`src/rtl/irq_ctl_pkg.sv`:
```
package irq_ctl_pkg;
  localparam int NSRC    = 6;
  localparam int NHWCLR  = 4;
  localparam int NFLAG   = 2 * NSRC - NHWCLR;
  localparam int IDXW    = $clog2(NSRC);
  localparam int VW      = 16;
  localparam int DW      = 8;
  localparam int GEN_BIT = DW - 1;
  localparam logic [VW-1:0] VEC_BASE = 16'h0003;
  localparam int VEC_SHIFT = 3;

  typedef struct packed {
    logic            found;
    logic [IDXW-1:0] idx;
  } pick_t;

  function automatic logic [VW-1:0] vec_of(input logic [IDXW-1:0] idx);
    logic [VW-1:0] ext;
    ext = VW'(idx);
    return VEC_BASE + (ext << VEC_SHIFT);
  endfunction
endpackage

```
`src/rtl/irq_regs.sv`:
```
module irq_regs
  import irq_ctl_pkg::*;
(
  input  logic          clk_i,
  input  logic          rst_ni,
  input  logic          wr_en_i,
  input  logic          wr_prio_i,
  input  logic [DW-1:0] wr_data_i,
  output logic [DW-1:0] ien_o,
  output logic [DW-1:0] iprio_o
);
  localparam logic [DW-1:0] SRC_MASK  = DW'((1 << NSRC) - 1);
  localparam logic [DW-1:0] EN_MASK   = SRC_MASK | DW'(1 << GEN_BIT);
  localparam logic [DW-1:0] PRIO_MASK = SRC_MASK;

  logic [DW-1:0] en_q, pr_q;

  always_ff @(posedge clk_i or negedge rst_ni) begin
    if (!rst_ni) begin
      en_q <= '0;
      pr_q <= '0;
    end else begin
      if (wr_en_i)   en_q <= wr_data_i & EN_MASK;
      if (wr_prio_i) pr_q <= wr_data_i & PRIO_MASK;
    end
  end

  assign ien_o   = en_q;
  assign iprio_o = pr_q;
endmodule

```
`src/rtl/irq_pick.sv`:
```
module irq_pick
  import irq_ctl_pkg::*;
#(
  parameter int N = NSRC
) (
  input  logic [N-1:0] req_i,
  output pick_t        pick_o
);
  // lowest index wins
  always_comb begin
    pick_o = '0;
    for (int k = N - 1; k >= 0; k--) begin
      if (req_i[k]) begin
        pick_o.found = 1'b1;
        pick_o.idx   = IDXW'(k);
      end
    end
  end
endmodule

```
`src/rtl/irq_svc.sv`:
```
module irq_svc (
  input  logic       clk_i,
  input  logic       rst_ni,
  input  logic       take_i,
  input  logic       take_hi_i,
  input  logic       reti_i,
  input  logic       reg_wr_i,
  input  logic       instr_last_i,
  output logic [1:0] svc_o,
  output logic       hold_o
);
  logic [1:0] svc_q;
  logic       hold_q;

  always_ff @(posedge clk_i or negedge rst_ni) begin
    if (!rst_ni) begin
      svc_q  <= 2'b00;
      hold_q <= 1'b0;
    end else begin
      if (take_i) begin
        svc_q[take_hi_i] <= 1'b1;
      end else if (reti_i) begin
        if (svc_q[1]) svc_q[1] <= 1'b0;
        else          svc_q[0] <= 1'b0;
      end
      // hold-off lasts until the end of the blocking instruction
      hold_q <= instr_last_i ? 1'b0 : (hold_q | reti_i | reg_wr_i);
    end
  end

  assign svc_o  = svc_q;
  assign hold_o = hold_q | reti_i | reg_wr_i;
endmodule

```
`src/rtl/irq_prio_ctrl.sv`:
```
module irq_prio_ctrl
  import irq_ctl_pkg::*;
(
  input  logic             clk_i,
  input  logic             rst_ni,
  input  logic [NFLAG-1:0] flag_i,
  input  logic             instr_last_i,
  input  logic             reti_i,
  input  logic             wr_en_i,
  input  logic             wr_prio_i,
  input  logic [DW-1:0]    wr_data_i,
  output logic             take_o,
  output logic [VW-1:0]    vector_o,
  output logic [NFLAG-1:0] flag_clr_o,
  output logic [DW-1:0]    ien_o,
  output logic [DW-1:0]    iprio_o,
  output logic [1:0]       in_svc_o
);
  logic [NSRC-1:0] src, elig;
  logic [NSRC-1:0] lvl_req [2];
  pick_t           lvl_pick [2];
  pick_t           win;
  logic            win_hi, blocked;
  logic [1:0]      svc;

  irq_regs u_regs (
    .clk_i, .rst_ni, .wr_en_i, .wr_prio_i, .wr_data_i,
    .ien_o, .iprio_o
  );

  // raw flags to sources: shared flags ORed pairwise
  for (genvar k = 0; k < NSRC; k++) begin : g_src
    if (k < NHWCLR) begin : g_one
      assign src[k] = flag_i[k];
    end else begin : g_two
      assign src[k] = flag_i[2*k-NHWCLR] | flag_i[2*k-NHWCLR+1];
    end
  end

  assign elig = src & ien_o[NSRC-1:0] & {NSRC{ien_o[GEN_BIT]}};

  for (genvar l = 0; l < 2; l++) begin : g_lvl
    if (l == 1) begin : g_hi
      assign lvl_req[l] = elig & iprio_o[NSRC-1:0];
    end else begin : g_lo
      assign lvl_req[l] = elig & ~iprio_o[NSRC-1:0];
    end
    irq_pick #(.N(NSRC)) u_pick (.req_i(lvl_req[l]), .pick_o(lvl_pick[l]));
  end

  always_comb begin
    win    = '0;
    win_hi = 1'b0;
    if (lvl_pick[1].found && !svc[1]) begin
      win    = lvl_pick[1];
      win_hi = 1'b1;
    end else if (lvl_pick[0].found && svc == 2'b00) begin
      win    = lvl_pick[0];
    end
  end

  irq_svc u_svc (
    .clk_i, .rst_ni,
    .take_i      (take_o),
    .take_hi_i   (win_hi),
    .reti_i,
    .reg_wr_i    (wr_en_i | wr_prio_i),
    .instr_last_i,
    .svc_o       (svc),
    .hold_o      (blocked)
  );

  assign take_o   = instr_last_i & ~blocked & win.found;
  assign vector_o = take_o ? vec_of(win.idx) : '0;
  assign in_svc_o = svc;

  for (genvar j = 0; j < NFLAG; j++) begin : g_clr
    if (j < NHWCLR) begin : g_hw
      assign flag_clr_o[j] = take_o && (win.idx == IDXW'(j));
    end else begin : g_sw
      assign flag_clr_o[j] = 1'b0;
    end
  end
endmodule

```
`config.mk`:
```
export PLATFORM = sky130hd
export DESIGN_NAME = irq_prio_ctrl
export DESIGN_NICKNAME = d
export VERILOG_FILES = /design/src/rtl/irq_ctl_pkg.sv /design/src/rtl/irq_regs.sv /design/src/rtl/irq_pick.sv /design/src/rtl/irq_svc.sv /design/src/rtl/irq_prio_ctrl.sv
export SDC_FILE = /design/constraint.sdc
export NUM_CORES = 1
export LEC_CHECK = 0
export BUFFER_PORTS_ARGS = -buffer_cell sky130_fd_sc_hd__buf_4
export CORE_ASPECT_RATIO = 1.4
export CORE_MARGIN = 4
export CORE_UTILIZATION = 43
export CTS_CLUSTER_SIZE = 24
export DETAILED_ROUTE_END_ITERATION = 10
export GPL_TIMING_DRIVEN = 0
export PLACE_DENSITY = 0.83
export SYNTH_ARGS = -nofsm -noshare
export SYNTH_HDL_FRONTEND = slang
export SYNTH_SLANG_ARGS = --single-unit
```
`constraint.sdc`:
```
create_clock -name clk_i -period 2.95 [get_ports clk_i]
set_input_delay 0.59 -clock clk_i [delete_from_list [all_inputs] [get_ports clk_i]]
set_output_delay 0.59 -clock clk_i [all_outputs]
set_load 0.1 [all_outputs]
```
==> run metrics <==
Min Hold Slack=0.133 ns; pre-CTS setup slack=-0.370 ns; final hold vios=0; drt first pass iters=4; PD cells=461 nW/um^2; largest net degree at the start of global routing=17; clk slew on worst S/H paths=0.10 ns; # IOs=65; fin crit period=3.16 ns; max-cap violation count=0; Die Wd=50.7 um; initial antenna violation count=0; worst path bufs/invs=2; Initial Util=45.4%; GRT overflow=0; Mapped Area=roughly 1100 um^2; CTS Root Cell=clkbuf_4; Yosys warning total=0; H-tree depth=1; fmax=0.316 GHz; WS Path Type=flop to output pin; Antenna Cells=0; CP max stage cell=dfrtp_4; flops & latches, synth=16; GPL Wtd Cong=0.808; DRC=0; CTS Buf Count=3; number of global-route vias before repair=roughly 1100; status=finished with violations; CTS tree=yes; worst clock skew=0.00299 ns; first-pass GRT wire length=4920 um; Sum Neg Setup Slack=-1.54 ns; Die Area=3440 um^2; Placed Instances=207; die height=67.8 um; setup violators final=10; detailed placer's ending HPWL=around 2200 um; CTS max path bufs=2; delay-heaviest family, CP=simple AND/OR/NAND/NOR gates; via-per-instance ratio=4.98; maximum VDD drop=0.391 mV; Core ar.=2420 um^2; fin nets=217; Crit path depth=7; final core utilization=83.6%; Overall Power=933 uW; crit-path max FO=5; Clk Latency, worst-skew pair=0.30 ns; share of cells above drive strength 1=64.9%; RSZ-0062 raised after global routing=yes; Min-Delay Path Class=primary input to async pin; Slew Viols, Final=0; Syn Area/Cell=a little under 10 um^2; Slowest Stage Delay on Critical Path=0.50 ns; Leak Pwr=0.946 nW; violated checks=negative setup slack; Layout Cells excl Fill=228; antenna-violating nets left=0; register area share after synthesis=between 30% and 40%; RR Startpoint=u_regs.ien_o[7]; Final Worst Setup Slack=-0.211 ns; Netlist cell types=38; R2R setup slack=0.69 ns; final WL=3280 um; Critical Path Source Type=flop; reg2reg end=u_svc.svc_o[0]; r2r worst-path depth=9; clock sinks=16; Critical Path AT=2.57 ns; type of element capturing the critical path=output pin; Synth Instances=113; GRT Util Overall=18.9%; 1st-iter DRT viols=15; Crit path required time=between 2 and 2.5 ns; Area growth syn-to-layout=84.1%; routed wire length per instance=14.4 um; DR vias=1136; Final Instance Area=around 2000 um^2; placed cell area=1650 um^2; cells along the critical path=buf_6 > o211a_4 > a21bo_1 > or3_4 > o31a_1 > and4bb_4 > buf_12; # rows=21; Buffers on Ports=43; crit share post-route=107%
power breakdown:
part | leakage (nW) | internal, mW | total, mW | switching, mW
sequential | 0.181 | 0.242 | 0.266 | 0.0243
clock | 0.0210 | 0.0754 | 0.150 | 0.0743
combinational | 0.744 | 0.158 | 0.517 | 0.358
layout make-up:
cell class	count	area, um^2
repair buffers	61	603
flip-flops and latches	16	417
multi-input cells	86	711
inverters	4	18.8
plain buffers	23	194
fillers	143	395
well taps	34	42.5
clock buffers	4	36.3
per-layer routing:
| layer | track usage, % | part of all wire (%) |
|---|---|---|
| met1 | 19.8 | 36 |
| met2 | 36.9 | 56 |
| met5 | 0 | 0 |
| met3 | 2.87 | 6.1 |
| met4 | 7.41 | 1.2 |
flip-flops by register name (all words and copies together), names as in the netlist:
name,cells
u_svc.hold_q,1
u_svc.svc_o,2
u_regs.ien_o,7
u_regs.iprio_o,6
placed cells by master, fill, tap and decap left out, types with 4 or more instances in the layout:
master / count
buf_4: 60
conb_1: 18
mux2_2: 12
buf_6: 11
buf_12: 10
dfrtp_2: 10
nand2_1: 7
dfrtp_1: 5
nor2_1: 4
worst max-delay path by stage:
stage	start	endpoint
after floorplan	u_regs.ien_o[7]	vector_o[0]
after global placement	flag_i[7]	vector_o[1]
after detailed placement	flag_i[7]	vector_o[0]
after CTS	u_regs.ien_o[7]	flag_clr_o[2]
after global routing	u_regs.ien_o[7]	flag_clr_o[2]
final	u_regs.ien_o[7]	flag_clr_o[2]
kinds of logic (layout without fill, tap and decap cells):
kind of cell / after synthesis / count (layout) / share of synthesized area (%)
muxes: 12 / 12 / 12.3
other: 1 / 18 / 0.341
and+or+nand+nor: 31 / 31 / 16.3
AOI/OAI and AO/OA: 25 / 25 / 17.4
DFF: 16 / 16 / 36.4
buffers and inverters: 28 / 92 / 17.2
timing repair:
| item | 4_1_cts | 5_1_grt |
|---|---|---|
| pin swaps | 6 | 10 |
| endpoints found under the setup margin | 10 | 10 |
| hold buffers | 0 | 0 |
| resized for setup | 29 | 17 |
| setup buffers | 12 | 6 |
synthesized netlist by cell type:
cell type   n  area, um^2
o2111ai_1   1        8.76
buf_2       1        5.00
or3_1       1        6.26
nand4b_1    3        26.3
a21oi_1     2        10.0
a31oi_1     1        6.26
a21bo_1     1        10.0
nor4_1      1        6.26
a211o_1     1        8.76
buf_6       1        11.3
and4_1      2        17.5
o31a_1      3        26.3
inv_1       4        15.0
o22ai_1     2        12.5
o2bb2ai_1   1        8.76
nor2_1      6        22.5
nand2_1     7        26.3
o31ai_1     1        7.51
o211ai_1    2        15.0
nand3_1     4        20.0
nand4_1     2        12.5
o211a_2     1        10.0
and2_1      1        6.26
a211oi_1    2        15.0
o211a_1     1        10.0
o2bb2a_1    1        10.0
conb_1      1        3.75
clkbuf_1    2        7.51
buf_4      20         150
and4bb_1    1        12.5
mux2_2     12         135
o21ai_2     1        8.76
or2_1       1        6.26
nor4bb_1    1        10.0
o21ai_0     3        15.0
and3_1      1        6.26
o22a_1      1        8.76
dfrtp_1    16         400
(Power assumes the default switching activity.)
